`config.mk`:
```
export PLATFORM = sky130hd
export DESIGN_NAME = mbox_unit
export DESIGN_NICKNAME = d
export VERILOG_FILES = /design/src/rtl/mbox_pkg.sv /design/src/rtl/mbox_slot.sv /design/src/rtl/mbox_inq.sv /design/src/rtl/mbox_host_fsm.sv /design/src/rtl/mbox_unit.sv
export SDC_FILE = /design/constraint.sdc
export NUM_CORES = 1
export LEC_CHECK = 0
export ABC_AREA = 1
export BUFFER_PORTS_ARGS = -buffer_cell sky130_fd_sc_hd__buf_2
export CORE_UTILIZATION = 30
export CTS_CLUSTER_SIZE = 8
export DETAILED_ROUTE_END_ITERATION = 7
export PLACE_DENSITY = 0.52
export REMOVE_ABC_BUFFERS = 1
export SYNTH_ARGS = -nofsm -noshare
export SYNTH_HDL_FRONTEND = slang
export SYNTH_SLANG_ARGS = --single-unit
```
`constraint.sdc`:
```
create_clock -name clk -period 4 [get_ports clk]
set_input_delay 0.4 -clock clk [delete_from_list [all_inputs] [get_ports clk]]
set_output_delay 0.4 -clock clk [all_outputs]
set_load 0.01 [all_outputs]
```
`src/rtl/mbox_pkg.sv`:
```
package mbox_pkg;

    typedef enum logic [1:0] {
        OP_RD_OUT = 2'd0,
        OP_RD_IRQ = 2'd1,
        OP_WR_IN  = 2'd2,
        OP_POLL   = 2'd3
    } host_op_e;

    typedef enum logic {
        HS_IDLE = 1'b0,
        HS_RESP = 1'b1
    } host_state_e;

    localparam int FIELD_W = 8;

    function automatic logic [31:0] pack_status(
        input logic [FIELD_W-1:0] out_cnt,
        input logic [FIELD_W-1:0] in_free,
        input logic [FIELD_W-1:0] irq_cnt
    );
        return {8'h00, irq_cnt, in_free, out_cnt};
    endfunction

endpackage

```
`src/rtl/mbox_slot.sv`:
```
module mbox_slot #(
    parameter int DW = 32
) (
    input  logic          clk,
    input  logic          rst,
    input  logic          push,
    input  logic [DW-1:0] push_data,
    input  logic          take,
    output logic          full,
    output logic [DW-1:0] data,
    output logic          chan_avail
);

    always_ff @(posedge clk) begin
        if (rst) begin
            full       <= 1'b0;
            data       <= '0;
            chan_avail <= 1'b0;
        end else if (full) begin
            if (take) begin
                full       <= 1'b0;
                chan_avail <= 1'b1;
            end
        end else if (push) begin
            full       <= 1'b1;
            data       <= push_data;
            chan_avail <= 1'b0;
        end
    end

endmodule

```
`src/rtl/mbox_inq.sv`:
```
module mbox_inq #(
    parameter int DW    = 32,
    parameter int DEPTH = 4
) (
    input  logic                       clk,
    input  logic                       rst,
    input  logic                       wr_en,
    input  logic [DW-1:0]              wr_data,
    input  logic                       pop,
    output logic                       head_valid,
    output logic [DW-1:0]              head,
    output logic [$clog2(DEPTH+1)-1:0] free
);

    localparam int AW = $clog2(DEPTH);
    localparam int CW = $clog2(DEPTH + 1);
    localparam logic [AW-1:0] LAST = AW'(DEPTH - 1);
    localparam logic [CW-1:0] FULL = CW'(DEPTH);

    logic [DW-1:0] mem [DEPTH];
    logic [AW-1:0] wr_ptr;
    logic [AW-1:0] rd_ptr;
    logic [CW-1:0] count;
    logic          do_wr;
    logic          do_pop;

    assign do_wr      = wr_en && (count != FULL);
    assign do_pop     = pop && (count != '0);
    assign head_valid = (count != '0);
    assign head       = mem[rd_ptr];
    assign free       = FULL - count;

    always_ff @(posedge clk) begin
        if (do_wr) begin
            mem[wr_ptr] <= wr_data;
        end
    end

    always_ff @(posedge clk) begin
        if (rst) begin
            wr_ptr <= '0;
            rd_ptr <= '0;
            count  <= '0;
        end else begin
            if (do_wr) begin
                wr_ptr <= (wr_ptr == LAST) ? '0 : wr_ptr + 1'b1;
            end
            if (do_pop) begin
                rd_ptr <= (rd_ptr == LAST) ? '0 : rd_ptr + 1'b1;
            end
            unique case ({do_wr, do_pop})
                2'b10:   count <= count + 1'b1;
                2'b01:   count <= count - 1'b1;
                default: count <= count;
            endcase
        end
    end

endmodule

```
`src/rtl/mbox_host_fsm.sv`:
```
module mbox_host_fsm
    import mbox_pkg::*;
#(
    parameter int DW = 32,
    parameter int CW = 3
) (
    input  logic          clk,
    input  logic          rst,
    input  logic          req_valid,
    input  logic [1:0]    req_op,
    input  logic          poll_rd,
    input  logic          poll_wr,
    input  logic          out_full,
    input  logic [DW-1:0] out_data,
    input  logic          irq_full,
    input  logic [DW-1:0] irq_data,
    input  logic [CW-1:0] in_free,
    output logic          req_ready,
    output logic          take_out,
    output logic          take_irq,
    output logic          wr_in,
    output logic          clr_pend_mbox,
    output logic          set_en_mbox,
    output logic          clr_pend_thresh,
    output logic          set_en_thresh,
    output logic          rsp_valid,
    output logic          rsp_accept,
    output logic [DW-1:0] rsp_data,
    output logic          evt_out,
    output logic          evt_irq,
    output logic          evt_in
);

    host_state_e   state_q;
    host_state_e   state_d;
    host_op_e      op;
    logic          fire;
    logic          has_space;
    logic          nxt_accept;
    logic [DW-1:0] nxt_data;

    assign op        = host_op_e'(req_op);
    assign req_ready = (state_q == HS_IDLE);
    assign fire      = req_valid && req_ready;
    assign has_space = (in_free != '0);

    // Access decode: strobes act on the edge that takes the request
    always_comb begin
        take_out        = 1'b0;
        take_irq        = 1'b0;
        wr_in           = 1'b0;
        clr_pend_mbox   = 1'b0;
        set_en_mbox     = 1'b0;
        clr_pend_thresh = 1'b0;
        set_en_thresh   = 1'b0;
        nxt_accept      = 1'b0;
        nxt_data        = '0;
        if (fire) begin
            unique case (op)
                OP_RD_OUT: begin
                    if (out_full) begin
                        take_out   = 1'b1;
                        nxt_accept = 1'b1;
                        nxt_data   = out_data;
                    end
                end
                OP_RD_IRQ: begin
                    if (irq_full) begin
                        take_irq   = 1'b1;
                        nxt_accept = 1'b1;
                        nxt_data   = irq_data;
                    end else begin
                        set_en_mbox = 1'b1;
                    end
                end
                OP_WR_IN: begin
                    if (has_space) begin
                        wr_in      = 1'b1;
                        nxt_accept = 1'b1;
                    end else begin
                        set_en_thresh = 1'b1;
                    end
                end
                OP_POLL: begin
                    nxt_data[0] = poll_rd && irq_full;
                    nxt_data[1] = poll_wr && has_space;
                    if (poll_rd && !irq_full) begin
                        clr_pend_mbox = 1'b1;
                        set_en_mbox   = 1'b1;
                    end
                    if (poll_wr && !has_space) begin
                        clr_pend_thresh = 1'b1;
                        set_en_thresh   = 1'b1;
                    end
                end
                default: begin
                end
            endcase
        end
    end

    always_comb begin
        unique case (state_q)
            HS_IDLE: state_d = fire ? HS_RESP : HS_IDLE;
            HS_RESP: state_d = HS_IDLE;
            default: state_d = HS_IDLE;
        endcase
    end

    always_ff @(posedge clk) begin
        if (rst) begin
            state_q <= HS_IDLE;
        end else begin
            state_q <= state_d;
        end
    end

    always_ff @(posedge clk) begin
        if (rst) begin
            rsp_valid  <= 1'b0;
            rsp_accept <= 1'b0;
            rsp_data   <= '0;
            evt_out    <= 1'b0;
            evt_irq    <= 1'b0;
            evt_in     <= 1'b0;
        end else begin
            rsp_valid  <= fire;
            rsp_accept <= nxt_accept;
            rsp_data   <= nxt_data;
            evt_out    <= take_out;
            evt_irq    <= take_irq;
            evt_in     <= wr_in;
        end
    end

endmodule

```
`src/rtl/mbox_unit.sv`:
```
module mbox_unit
    import mbox_pkg::*;
#(
    parameter int DW    = 32,
    parameter int DEPTH = 4
) (
    input  logic          clk,
    input  logic          rst,
    input  logic          host_req_valid,
    input  logic [1:0]    host_req_op,
    input  logic [DW-1:0] host_req_wdata,
    input  logic          host_poll_rd,
    input  logic          host_poll_wr,
    output logic          host_req_ready,
    output logic          host_rsp_valid,
    output logic          host_rsp_accept,
    output logic [DW-1:0] host_rsp_data,
    output logic [31:0]   status_word,
    input  logic          core_out_push,
    input  logic [DW-1:0] core_out_data,
    input  logic          core_irq_push,
    input  logic [DW-1:0] core_irq_data,
    input  logic          core_in_pop,
    output logic          core_in_valid,
    output logic [DW-1:0] core_in_data,
    output logic          chan_out_avail,
    output logic          chan_irq_avail,
    output logic          evt_out_taken,
    output logic          evt_irq_taken,
    output logic          evt_in_written,
    output logic          irq_mbox_en,
    output logic          irq_mbox_pend,
    output logic          irq_thresh_en,
    output logic          irq_thresh_pend
);

    localparam int CW     = $clog2(DEPTH + 1);
    localparam int NSLOTS = 2;

    // slot 0 = plain outbound holder, slot 1 = interrupt outbound holder
    logic          slot_push  [NSLOTS];
    logic [DW-1:0] slot_wdata [NSLOTS];
    logic          slot_take  [NSLOTS];
    logic          slot_full  [NSLOTS];
    logic [DW-1:0] slot_rdata [NSLOTS];
    logic          slot_chan  [NSLOTS];

    logic          take_out;
    logic          take_irq;
    logic          wr_in;
    logic          clr_pend_mbox;
    logic          set_en_mbox;
    logic          clr_pend_thresh;
    logic          set_en_thresh;
    logic [CW-1:0] in_free;
    logic          irq_push_ok;
    logic          in_pop_ok;

    assign slot_push[0]  = core_out_push;
    assign slot_wdata[0] = core_out_data;
    assign slot_take[0]  = take_out;
    assign slot_push[1]  = core_irq_push;
    assign slot_wdata[1] = core_irq_data;
    assign slot_take[1]  = take_irq;

    for (genvar g = 0; g < NSLOTS; g++) begin : g_slot
        mbox_slot #(.DW(DW)) u_slot (
            .clk        (clk),
            .rst        (rst),
            .push       (slot_push[g]),
            .push_data  (slot_wdata[g]),
            .take       (slot_take[g]),
            .full       (slot_full[g]),
            .data       (slot_rdata[g]),
            .chan_avail (slot_chan[g])
        );
    end

    mbox_inq #(.DW(DW), .DEPTH(DEPTH)) u_inq (
        .clk        (clk),
        .rst        (rst),
        .wr_en      (wr_in),
        .wr_data    (host_req_wdata),
        .pop        (core_in_pop),
        .head_valid (core_in_valid),
        .head       (core_in_data),
        .free       (in_free)
    );

    mbox_host_fsm #(.DW(DW), .CW(CW)) u_fsm (
        .clk             (clk),
        .rst             (rst),
        .req_valid       (host_req_valid),
        .req_op          (host_req_op),
        .poll_rd         (host_poll_rd),
        .poll_wr         (host_poll_wr),
        .out_full        (slot_full[0]),
        .out_data        (slot_rdata[0]),
        .irq_full        (slot_full[1]),
        .irq_data        (slot_rdata[1]),
        .in_free         (in_free),
        .req_ready       (host_req_ready),
        .take_out        (take_out),
        .take_irq        (take_irq),
        .wr_in           (wr_in),
        .clr_pend_mbox   (clr_pend_mbox),
        .set_en_mbox     (set_en_mbox),
        .clr_pend_thresh (clr_pend_thresh),
        .set_en_thresh   (set_en_thresh),
        .rsp_valid       (host_rsp_valid),
        .rsp_accept      (host_rsp_accept),
        .rsp_data        (host_rsp_data),
        .evt_out         (evt_out_taken),
        .evt_irq         (evt_irq_taken),
        .evt_in          (evt_in_written)
    );

    assign irq_push_ok = core_irq_push && !slot_full[1];
    assign in_pop_ok   = core_in_pop && core_in_valid;

    // Interrupt state: a set from the core side outranks a poll clear
    always_ff @(posedge clk) begin
        if (rst) begin
            irq_mbox_en     <= 1'b0;
            irq_mbox_pend   <= 1'b0;
            irq_thresh_en   <= 1'b0;
            irq_thresh_pend <= 1'b0;
        end else begin
            if (set_en_mbox) begin
                irq_mbox_en <= 1'b1;
            end
            if (set_en_thresh) begin
                irq_thresh_en <= 1'b1;
            end
            if (irq_push_ok) begin
                irq_mbox_pend <= 1'b1;
            end else if (clr_pend_mbox) begin
                irq_mbox_pend <= 1'b0;
            end
            if (in_pop_ok) begin
                irq_thresh_pend <= 1'b1;
            end else if (clr_pend_thresh) begin
                irq_thresh_pend <= 1'b0;
            end
        end
    end

    assign chan_out_avail = slot_chan[0];
    assign chan_irq_avail = slot_chan[1];

    assign status_word = pack_status(FIELD_W'(slot_full[0]),
                                     FIELD_W'(in_free),
                                     FIELD_W'(slot_full[1]));

endmodule

```
==> run metrics, run 1 <==
Area contributors post-synth edfxtp_1 41%, dfxtp_1 26%, nor2_1 8.5%; area grow syn2layout 23.71%; PortBufs between 150 and 200; met1 Resource Use GR 19.57%; Cells after Synth about 900; DRT antenna net count 0; crit path time final between 2 and 3 ns; Slew Limit Headroom between 20% and 30%; MaxCap Viol Count 0; CTS tree done; Final Hold Fails 0; post_cts resized 0; Final Total Pwr a little over 0.007 W; H-tree depth 2; FF+latch count, synth 247; endpoint class of the critical path primary output; cell taking the most area after synthesis edfxtp_1; vias in the first global route roughly 6.6k; Worst Setup Path Type flip-flop to primary output; count leader, synth nor2_1; total die area approximately 32000 sq um; Seq/Total Area, Yosys approximately 67%; Vias/cell between 4 and 5; worst slew pin tran approximately 1.1 ns; Req. time, crit path roughly 3.6 ns; GPL Wtd Cong 0.7332; outcome completed; Post-synth top flop edfxtp_1; Leak around 4.6 nW; Place WS 1.233 ns; WL final between 20 and 25 mm; Worst Hold Class primary input to flip-flop; cell chain of the critical path buf_4, inv_1, o21ai_0, o22ai_1, buf_2; Slew Viols, Final 0; area fraction of the dominant cell type after synthesis between 40% and 50%; Clock Tree Buf Depth 3; DP HPWL around 14 mm; number of setup buffers added after CTS 0; Fin Setup TNS 0 ns; first-pass iteration count of the detailed router 5; busiest grt layer met2; startpoint types flip-flop; Fmax 0.3450 GHz; first-pass GRT wire length 36.57 mm; maximum vdd drop around 0.26 mV; PD cells ~620 nW/um^2; Tcrit/Tclk final a little over 70%; CTS clk-pin slew, worst paths 0.05 ns; largest fanout on the critical path 33; layout cells sized above 1 23.50%; Crit path largest cell delay approximately 0.73 ns; GRT met2 Usage roughly 23%; Post-Syn Area 9326 sq um; Final #Nets roughly 1.2k; clk_skew 0.009340 ns; Post-CTS Hold Fix Bufs 0; WL/cell 15.79 um; final core utilization between 30% and 40%; clk sink count 247; core area ~31000 sq um; Rows 64; slowest cell on the critical path inv_1; Root Driver clkbuf_16; library cells used by synthesis 25; Initial DRC Count ~450; final worst slack about 1.1 ns; Finish-stage setup viols 0; Die Ht between 150 and 200 um; DR DRC count 0; via count a little under 7k; Avg Inst Size Synth 10.37 sq um; R2R Setup Slk around 1.3 ns; pin count of the biggest net entering global routing between 70 and 80; worst skew pair latency 0.50 ns; Initial Utilization 30.49%; CTS buffer count 37; ys async rst share 0%; Synth Warn # 0; top cells by count, synth 212 x nor2_1, 128 x edfxtp_1, 128 x o21ai_0, 119 x dfxtp_1, 82 x nand2_1; Die W ~180 um; worst path arrival time around 2.5 ns; M3 GR Usage approximately 5.5%; FILL cells between 3k and 4k; global-route usage over all layers approximately 15%; RSZ-0062 raised after global routing false; initial antenna violation count 5; number of synthesized flops with an enable pin 128; Top Ports ~220; gr ovfl total 0
## cell families (layout without fill, tap and decap cells)
group	Yosys count	in the layout	synth area share, %
AND/OR/NAND/NOR	313	313	13.03
flip-flops	247	247	66.76
AO/OA/AOI/OAI	211	211	11.82
buffers and inverters	116	293	6.802
adder cells (fa/ha/maj)	11	11	1.556
other	1	31	0.04021
## critical path: cells and delay by family, from the launching register on
kind | cells | cell delay, ns
AO/OA/AOI/OAI | 2 | 0.53
flip-flops | 1 | 0.29
buffers and inverters | 3 | 1.17
## where the power goes
part,total (W),internal [W],switching [W]
clock network,0.00283,0.00177,0.00106
logic,0.00145,0.000487,0.000960
registers,0.00287,0.00281,0.0000591
## area by class of cell
type	instances	area, sq um	area share (%)
Clock inverter	2	17.52	0.1518
Tap cell	396	495.5	4.295
Clock buffer	57	1044	9.045
Inverter	37	138.9	1.204
Timing Repair Buffer	197	1011	8.763
Antenna cell	4	10.01	0.08676
Sequential cell	247	6227	53.97
Multi-Input combinational cell	562	2594	22.48
## sequential cells by signal, indices dropped and copies added (netlist names), named ones only
name / count
u_inq.rd_ptr: 2
irq_mbox_pend: 1
u_fsm.evt_irq: 1
irq_thresh_en: 1
u_inq.count: 3
u_inq.mem: 128
g_slot.u_slot.chan_avail: 2
u_fsm.rsp_accept: 1
irq_thresh_pend: 1
g_slot.u_slot.data: 64
u_inq.wr_ptr: 2
u_fsm.rsp_data: 32
u_fsm.evt_out: 1
irq_mbox_en: 1
u_fsm.evt_in: 1
u_fsm.rsp_valid: 1
u_fsm.state_q: 1
g_slot.u_slot.full: 2
## worst paths after layout
path / start / end / cells after the start
setup reg to reg: u_inq.count[0] / u_inq.mem[1][21] / 9
setup / recovery: flip-flop / core_in_data[28] / 5
hold reg to reg: g_slot[0].u_slot.data[16] / u_fsm.rsp_data[16] / 2
hold / removal: host_req_wdata[10] / u_inq.mem[3][10] / 1
## cell usage in the layout (no fill, tap or decap), types with 3 or more instances in the layout
cell type and n:
nor2_1 208, buf_2 187, o21ai_0 128, edfxtp_1 128
dfxtp_1 118, nand2_1 82, a21oi_1 41, clkbuf_16 39
o22ai_1 32, inv_1 29, conb_1 27, clkbuf_1 18
nand3_1 10, ha_1 10, buf_4 10, inv_2 8
o21ai_1 8, diode_2 4, nand2_2 4, nor2_4 4
nor2_2 3
## per-layer routing
layer  routed length (um)  share of wire, %
met1                10620                45
met4                  411               1.7
met5                   10             0.042
met3                 2377                10
met2                10300                43
## metrics by stage
step | std cells | hold WS, ns | area [sq um]
after global placement | 1439 | 0.4395 | 10470
final | 1502 | 0.1189 | 11540
after CTS | 1498 | 0.09382 | 11530
after global routing | 1498 | 0.1066 | 11530
after floorplan | 846 | 0.4378 | 8929
after detailed placement | 1439 | 0.4458 | 10470
Power figures use the tool's default switching activity.
==> inputs of run 2 (changes only) <==
==> constraint.sdc (replaced) <==
create_clock -name clk -period 2.7 [get_ports clk]
set_input_delay 0.27 -clock clk [delete_from_list [all_inputs] [get_ports clk]]
set_output_delay 0.27 -clock clk [all_outputs]
set_load 0.01 [all_outputs]
==> run 2 against run 1 <==
- setup slack worse by 0.79 ns
- sequential power up 48%
- first-iteration DRC count is 27% lower
- non-clock buffer count is 66 higher
- routed wire length rose by 3.0%
- final area grew 6.0%
- utilization rose by 2.3 points
- global-route usage grew 0.43 points
- clock power grew 45%
==> run metrics, run 2 (synthesis gave the netlist of run 1 again) <==
worst path arrival time 2.58 ns (+0.08 ns); number of setup buffers added after CTS 0 (unchanged); Finish-stage setup viols 0 (unchanged); CTS tree done; commonest non-fill, non-tap cell in the layout nor2_1; WL final 24.42 mm (+3.0%); Tcrit/Tclk final between 80 and 90%; total die area 31800 sq um (unchanged); DRT antenna net count 0 (unchanged); FILL cells 3032 (-1.8%); initial antenna violation count 6 (+1); Final Hold Fails 0 (unchanged); crit path time final ~2.4 ns; Clock Tree Buf Depth 3 (unchanged); Slew Limit Headroom 50.88% (+24 points); Leak 4.909 nW (+6.1%); net switching power 0.003081 W (+48%); RSZ-0062 raised after global routing false; clk_skew 0.01408 ns (+0.004742 ns); Layout Cells excl Fill 1564 (+4.1%); Slew Viols, Final 0 (unchanged); pin count of the biggest net entering global routing 75 (unchanged); Rows 64 (unchanged); Fin Setup TNS 0 ns (unchanged); Power Internal 0.007532 W (+49%); R2R Setup Slk 0.32 ns (-0.95 ns); Req. time, crit path 2.89 ns (-0.71 ns); max reg flops 128 (unchanged); biggest regs u_inq.mem x128, g_slot.u_slot.data x64, u_fsm.rsp_data x32; Vias/cell 4.552 (+0.76%); first-pass iteration count of the detailed router 5 (unchanged); most frequent cells in the layout 208 x nor2_1, 187 x buf_2, 128 x o21ai_0, 128 x edfxtp_1, 118 x dfxtp_1; area grow syn2layout 31.10%; Die Ht 178.3 um (unchanged); first-pass GRT wire length 37.81 mm (+3.4%); DR DRC count 0 (unchanged); outcome completed; Initial DRC Count 326 (-27%); worst skew pair latency 0.50 ns (about the same); Worst Setup Path Type flip-flop to flip-flop; via count 7119 (+4.9%); Hold Crit Start core_irq_data[5]; endpoint class of the critical path flip-flop; CTS buffer count 36 (-2.7%); hold path cells 3 (+2); WL/cell 15.61 um (-1.1%); Top reg by flops u_inq.mem; MaxCap Viol Count 0 (unchanged); H-tree depth 2 (unchanged); DP HPWL 14.54 mm (+3.0%); PortBufs 187 (unchanged); sequential share of power 40.1% (about the same); Root Driver clkbuf_16; Die W 178.3 um (unchanged); Worst R2R End u_inq.mem[1][18]; clk sink count 247 (unchanged); part of the power in combinational logic 21.4% (+1.2 points); core area 30590 sq um (unchanged); R2R cell count 10 (+1); startpoint types flip-flop; largest fanout on the critical path 26 (-21%); Final #Nets 1264 (+5.4%); Initial Utilization 30.49% (unchanged); Worst Hold Class primary input to flip-flop; maximum vdd drop 0.3557 mV (+38%); Worst Hold End g_slot[1].u_slot.data[5]; Fmax 0.4194 GHz; vias in the first global route 6874 (+3.4%); clock power share 38.6% (-1.0 points); Sw Share 29.03% (about the same); WHS 0.02793 ns (-0.09094 ns); worst reg2reg startpoint u_inq.count[0]; GPL Wtd Cong 0.7260 (-0.98%); PD cells 868.1 nW/um^2 (+40%); Top Ports 215 (unchanged); CTS clk-pin slew, worst paths 0.05 ns (about the same); layout cells sized above 1 22.51% (-0.99 points); placed cells 1444 (+0.35%); global-route usage over all layers 15.35% (+0.43 points); worst slew pin tran 0.7357 ns (-0.3596 ns); gr ovfl total 0 (unchanged)
-- run 2: cell types whose count changed in the layout (fill, tap and decap cells not counted) --
cell | before | now
dlygate4sd3_1 | 0 | 61
buf_12 | 0 | 6
clkbuf_1 | 18 | 16
buf_4 | 10 | 9
clkbuf_16 | 39 | 38
clkinv_4 | 1 | 0
clkinv_8 | 0 | 1
inv_6 | 1 | 0
-- run 2: area by class of cell --
class / instances / area, sq um / area share, %
sequential: 247 / 6227 / 50.93
multi-input combinational: 562 / 2594 / 21.21
timing repair buffer: 263 / 1734 / 14.18
clock buffer: 54 / 1011 / 8.269
tap: 396 / 495.5 / 4.052
inverter: 37 / 138.9 / 1.136
clock inverter: 1 / 16.27 / 0.1330
antenna: 4 / 10.01 / 0.08187
-- run 2: worst max path at each step --
stage,startpoint,end,slack (ns),cells after the start
6_report,u_inq.count[0],u_inq.mem[1][18],0.32,10
5_1_grt,u_inq.count[0],u_inq.count[2],0.09,14
4_1_cts,u_inq.count[0],u_inq.mem[1][25],0.30,10
3_5_place_dp,u_inq.count[0],u_inq.mem[1][21],0.30,10
3_3_place_gp,u_inq.count[0],u_inq.count[2],0.34,16
2_1_floorplan,u_inq.count[0],u_inq.mem[3][0],-0.51,8
-- run 2: critical path: stages, from the launching register on --
cell,delay (ns)
dfxtp_1,0.36
inv_1,0.10
ha_1,0.23
ha_1,0.31
nand2_1,0.12
inv_1,0.08
nor2_2,0.14
nand2_2,0.07
buf_4,0.18
nor2_4,0.23
buf_12,0.24
-- run 2: power groups by stage --
stage               logic [W]  registers (W)  clock network, W
detailed placement    0.00224        0.00433                 0
global placement      0.00221        0.00432                 0
floorplan             0.00113        0.00441                 0
global route          0.00254        0.00427           0.00440
finish                0.00227        0.00425           0.00409
CTS                   0.00231        0.00425           0.00423
-- run 2: timing repair --
item	CTS	global route
endpoints found under the hold margin	156	0
gates resized for setup	0	0
hold buffers	61	0
-- run 2: routing by layer --
metal  global-route usage, %  vias to the layer above  routed length, um
li1                        -                     3482                  -
met1                   19.73                     3365              11110
met2                   24.53                      226              10920
met3                   5.136                       40               1966
met4                   4.167                        6                393
met5                       0                        -                 35
-- run 2: stage by stage --
stage          setup slack, ns  power (W)  cell area, sq um  util (%)
4_1_cts                 0.3000    0.01079             12220     39.94
5_1_grt                0.09150    0.01121             12220     39.95
6_report                0.3157    0.01061             12230     39.97
3_5_place_dp            0.3011   0.006562             10580     34.58
3_3_place_gp            0.3413   0.006532             10580     34.58
2_1_floorplan          -0.5125   0.005538              8929         -
==> inputs of run 3 (changes only) <==
--- a/config.mk
+++ b/config.mk
@@ -7,10 +7,10 @@
 export LEC_CHECK = 0
 export ABC_AREA = 1
 export BUFFER_PORTS_ARGS = -buffer_cell sky130_fd_sc_hd__buf_2
-export CORE_UTILIZATION = 30
+export CORE_UTILIZATION = 54
 export CTS_CLUSTER_SIZE = 8
 export DETAILED_ROUTE_END_ITERATION = 7
-export PLACE_DENSITY = 0.52
+export PLACE_DENSITY = 0.82
 export REMOVE_ABC_BUFFERS = 1
 export SYNTH_ARGS = -nofsm -noshare
 export SYNTH_HDL_FRONTEND = slang
==> run 3 against run 2 <==
- register-to-register slack lost 0.08 ns
- utilization rose by 31 points
- final cell count shrank 12%
- non-clock buffer count down 13
- clock skew is 0.00050 ns lower
- routed wire length decreased by 10%
- die area down 44%
- clock power fell by 1%
- sequential cell count unchanged
- sequential share of layout area rose by 1.7 points
==> run metrics, run 3 (synthesis gave the netlist of run 1 again) <==
worst path arrival time 2.83 ns (+0.25 ns); RSZ-0062 raised after global routing false; vias in the first global route 6834 (-0.58%); maximum vdd drop 0.5446 mV (+53%); Final #Nets 1251 (-1.0%); H-tree depth 2 (unchanged); total die area 17800 sq um (-44%); gr ovfl total 0 (unchanged); Layout Cells excl Fill 1372 (-12%); first-pass iteration count of the detailed router 5 (unchanged); DP HPWL 12.89 mm (-11%); Root Driver clkbuf_16; commonest non-fill, non-tap cell in the layout nor2_1; WL/cell 15.94 um (+2.1%); initial antenna violation count 0 (-6); Clock Tree Buf Depth 3 (unchanged); outcome completed; Final Hold Fails 0 (unchanged); endpoint class of the critical path flip-flop; layout cells sized above 1 22.94% (+0.43 points); DRT antenna net count 0 (unchanged); startpoint types flip-flop; Top reg by flops u_inq.mem; WL final 21.86 mm (-10%); Tcrit/Tclk final 91.11% (+2.8 points); PD cells 886.8 nW/um^2 (+2.2%); Finish-stage setup viols 0 (unchanged); R2R Setup Slk 0.24 ns (-0.08 ns); Top Ports 215 (unchanged); Hold Crit Start core_out_data[18]; Die W 133.4 um (-25%); first-pass GRT wire length 34.29 mm (-9.3%); final core utilization 70.89% (+31 points); Die Ht 133.4 um (-25%); Req. time, crit path 3.07 ns (+0.18 ns); CTS clk-pin slew, worst paths 0.05 ns (about the same); most frequent cells in the layout 208 x nor2_1, 187 x buf_2, 128 x o21ai_0, 128 x edfxtp_1, 118 x dfxtp_1; worst reg2reg startpoint u_inq.count[0]; Worst Hold Class primary input to flip-flop; worst slew pin tran 0.7041 ns (-0.03159 ns); Rows 47 (-27%); Slew Viols, Final 0 (unchanged); Final Total Pwr 0.01050 W (-1.1%); worst skew pair latency 0.49 ns (about the same); crit path time final 2.460 ns (+0.07576 ns); area grow syn2layout 26.94%; Initial DRC Count 432 (+33%); Fmax 0.4065 GHz (-3.1%); Leak 4.846 nW (-1.3%); clk_skew 0.01358 ns (-0.0005045 ns); Fin Setup TNS 0 ns (unchanged); R2R cell count 14 (+4); placed cells 1270 (-12%); Worst Setup Path Type flip-flop to flip-flop; via count 7163 (+0.62%); CTS buffer count 36 (unchanged); PortBufs 187 (unchanged); hold path cells 3 (unchanged); global-route usage over all layers 24.58% (+9.2 points); core area 16700 sq um (-45%); max reg flops 128 (unchanged); DR DRC count 0 (unchanged); Vias/cell 5.221 (+15%); pin count of the biggest net entering global routing 75 (unchanged); Slew Limit Headroom 53.01% (+2.1 points); Worst Hold End g_slot[0].u_slot.data[18]; largest fanout on the critical path 4 (-85%); GPL Wtd Cong 0.8268 (+14%); Initial Utilization 55.84% (+25 points); biggest regs u_inq.mem x128, g_slot.u_slot.data x64, u_fsm.rsp_data x32; WHS 0.01404 ns (-0.01389 ns); clk sink count 247 (unchanged); Worst R2R End u_inq.count[2]; CTS tree done; MaxCap Viol Count 0 (unchanged); post_cts resized 0 (unchanged)
==> run 3: cell types whose count changed in the layout (fill, tap and decap cells not counted) <==
cell / previous run / this run
buf_12: 6 / 4
buf_4: 9 / 13
diode_2: 4 / 1
dlygate4sd3_1: 61 / 46
==> run 3: layout make-up <==
class                           instances  area, sq um
Sequential cell                       247         6227
Fill cell                            1207         4862
Multi-Input combinational cell        562         2594
Timing Repair Buffer                  250         1574
Clock buffer                           54         1011
Tap cell                              220        275.3
Inverter                               37        138.9
Clock inverter                          1        16.27
Antenna cell                            1        2.502
==> run 3: stage by stage <==
step	worst slack, ns	cell area [sq um]
after floorplan	-0.5125	8929
after global placement	0.3553	10350
after detailed placement	0.2648	10350
after CTS	0.2582	11840
after global routing	0.03873	11840
final	0.2399	11840
==> run 3: what timing repair did <==
item	4_1_cts	5_1_grt
setup buffers	0	0
hold endpoints to repair	115	0
hold buffers	46	0
==> run 3: worst max-delay path by stage <==
stage	start	to	slack, ns	cells after the start
after global placement	u_inq.count[0]	u_inq.mem[3][21]	0.36	10
after detailed placement	u_inq.count[0]	u_inq.count[2]	0.26	14
final	u_inq.count[0]	u_inq.count[2]	0.24	14
after CTS	u_inq.count[0]	u_inq.mem[3][4]	0.26	10
after floorplan	u_inq.count[0]	u_inq.mem[3][0]	-0.51	8
after global routing	u_inq.count[0]	u_inq.count[2]	0.04	15
==> run 3: worst max-delay path, stage by stage (launching register included) <==
cell     delay [ns]
dfxtp_1        0.36
inv_1          0.12
ha_1           0.24
ha_1           0.30
nand2_1        0.10
inv_1          0.10
nor2_2         0.05
nand2_2        0.06
ha_1           0.16
inv_1          0.07
fa_1           0.42
nand2_1        0.08
nand3_1        0.09
nor2_1         0.13
nor2_1         0.06
==> run 3: routing by layer <==
metal  routed length (um)  track usage, %  vias up
li1                     -               -     3454
met1                 8895           30.51     3346
met2                10690           42.01      335
met3                 1982           6.507       28
met4                  300           7.513        0
met5                    0               0        -
==> run 3: report_power, final <==
part	internal [W]	total, W	switching [W]
Combinational	0.000794	0.00219	0.00140
Sequential	0.00417	0.00428	0.000112
Clock	0.00255	0.00403	0.00148
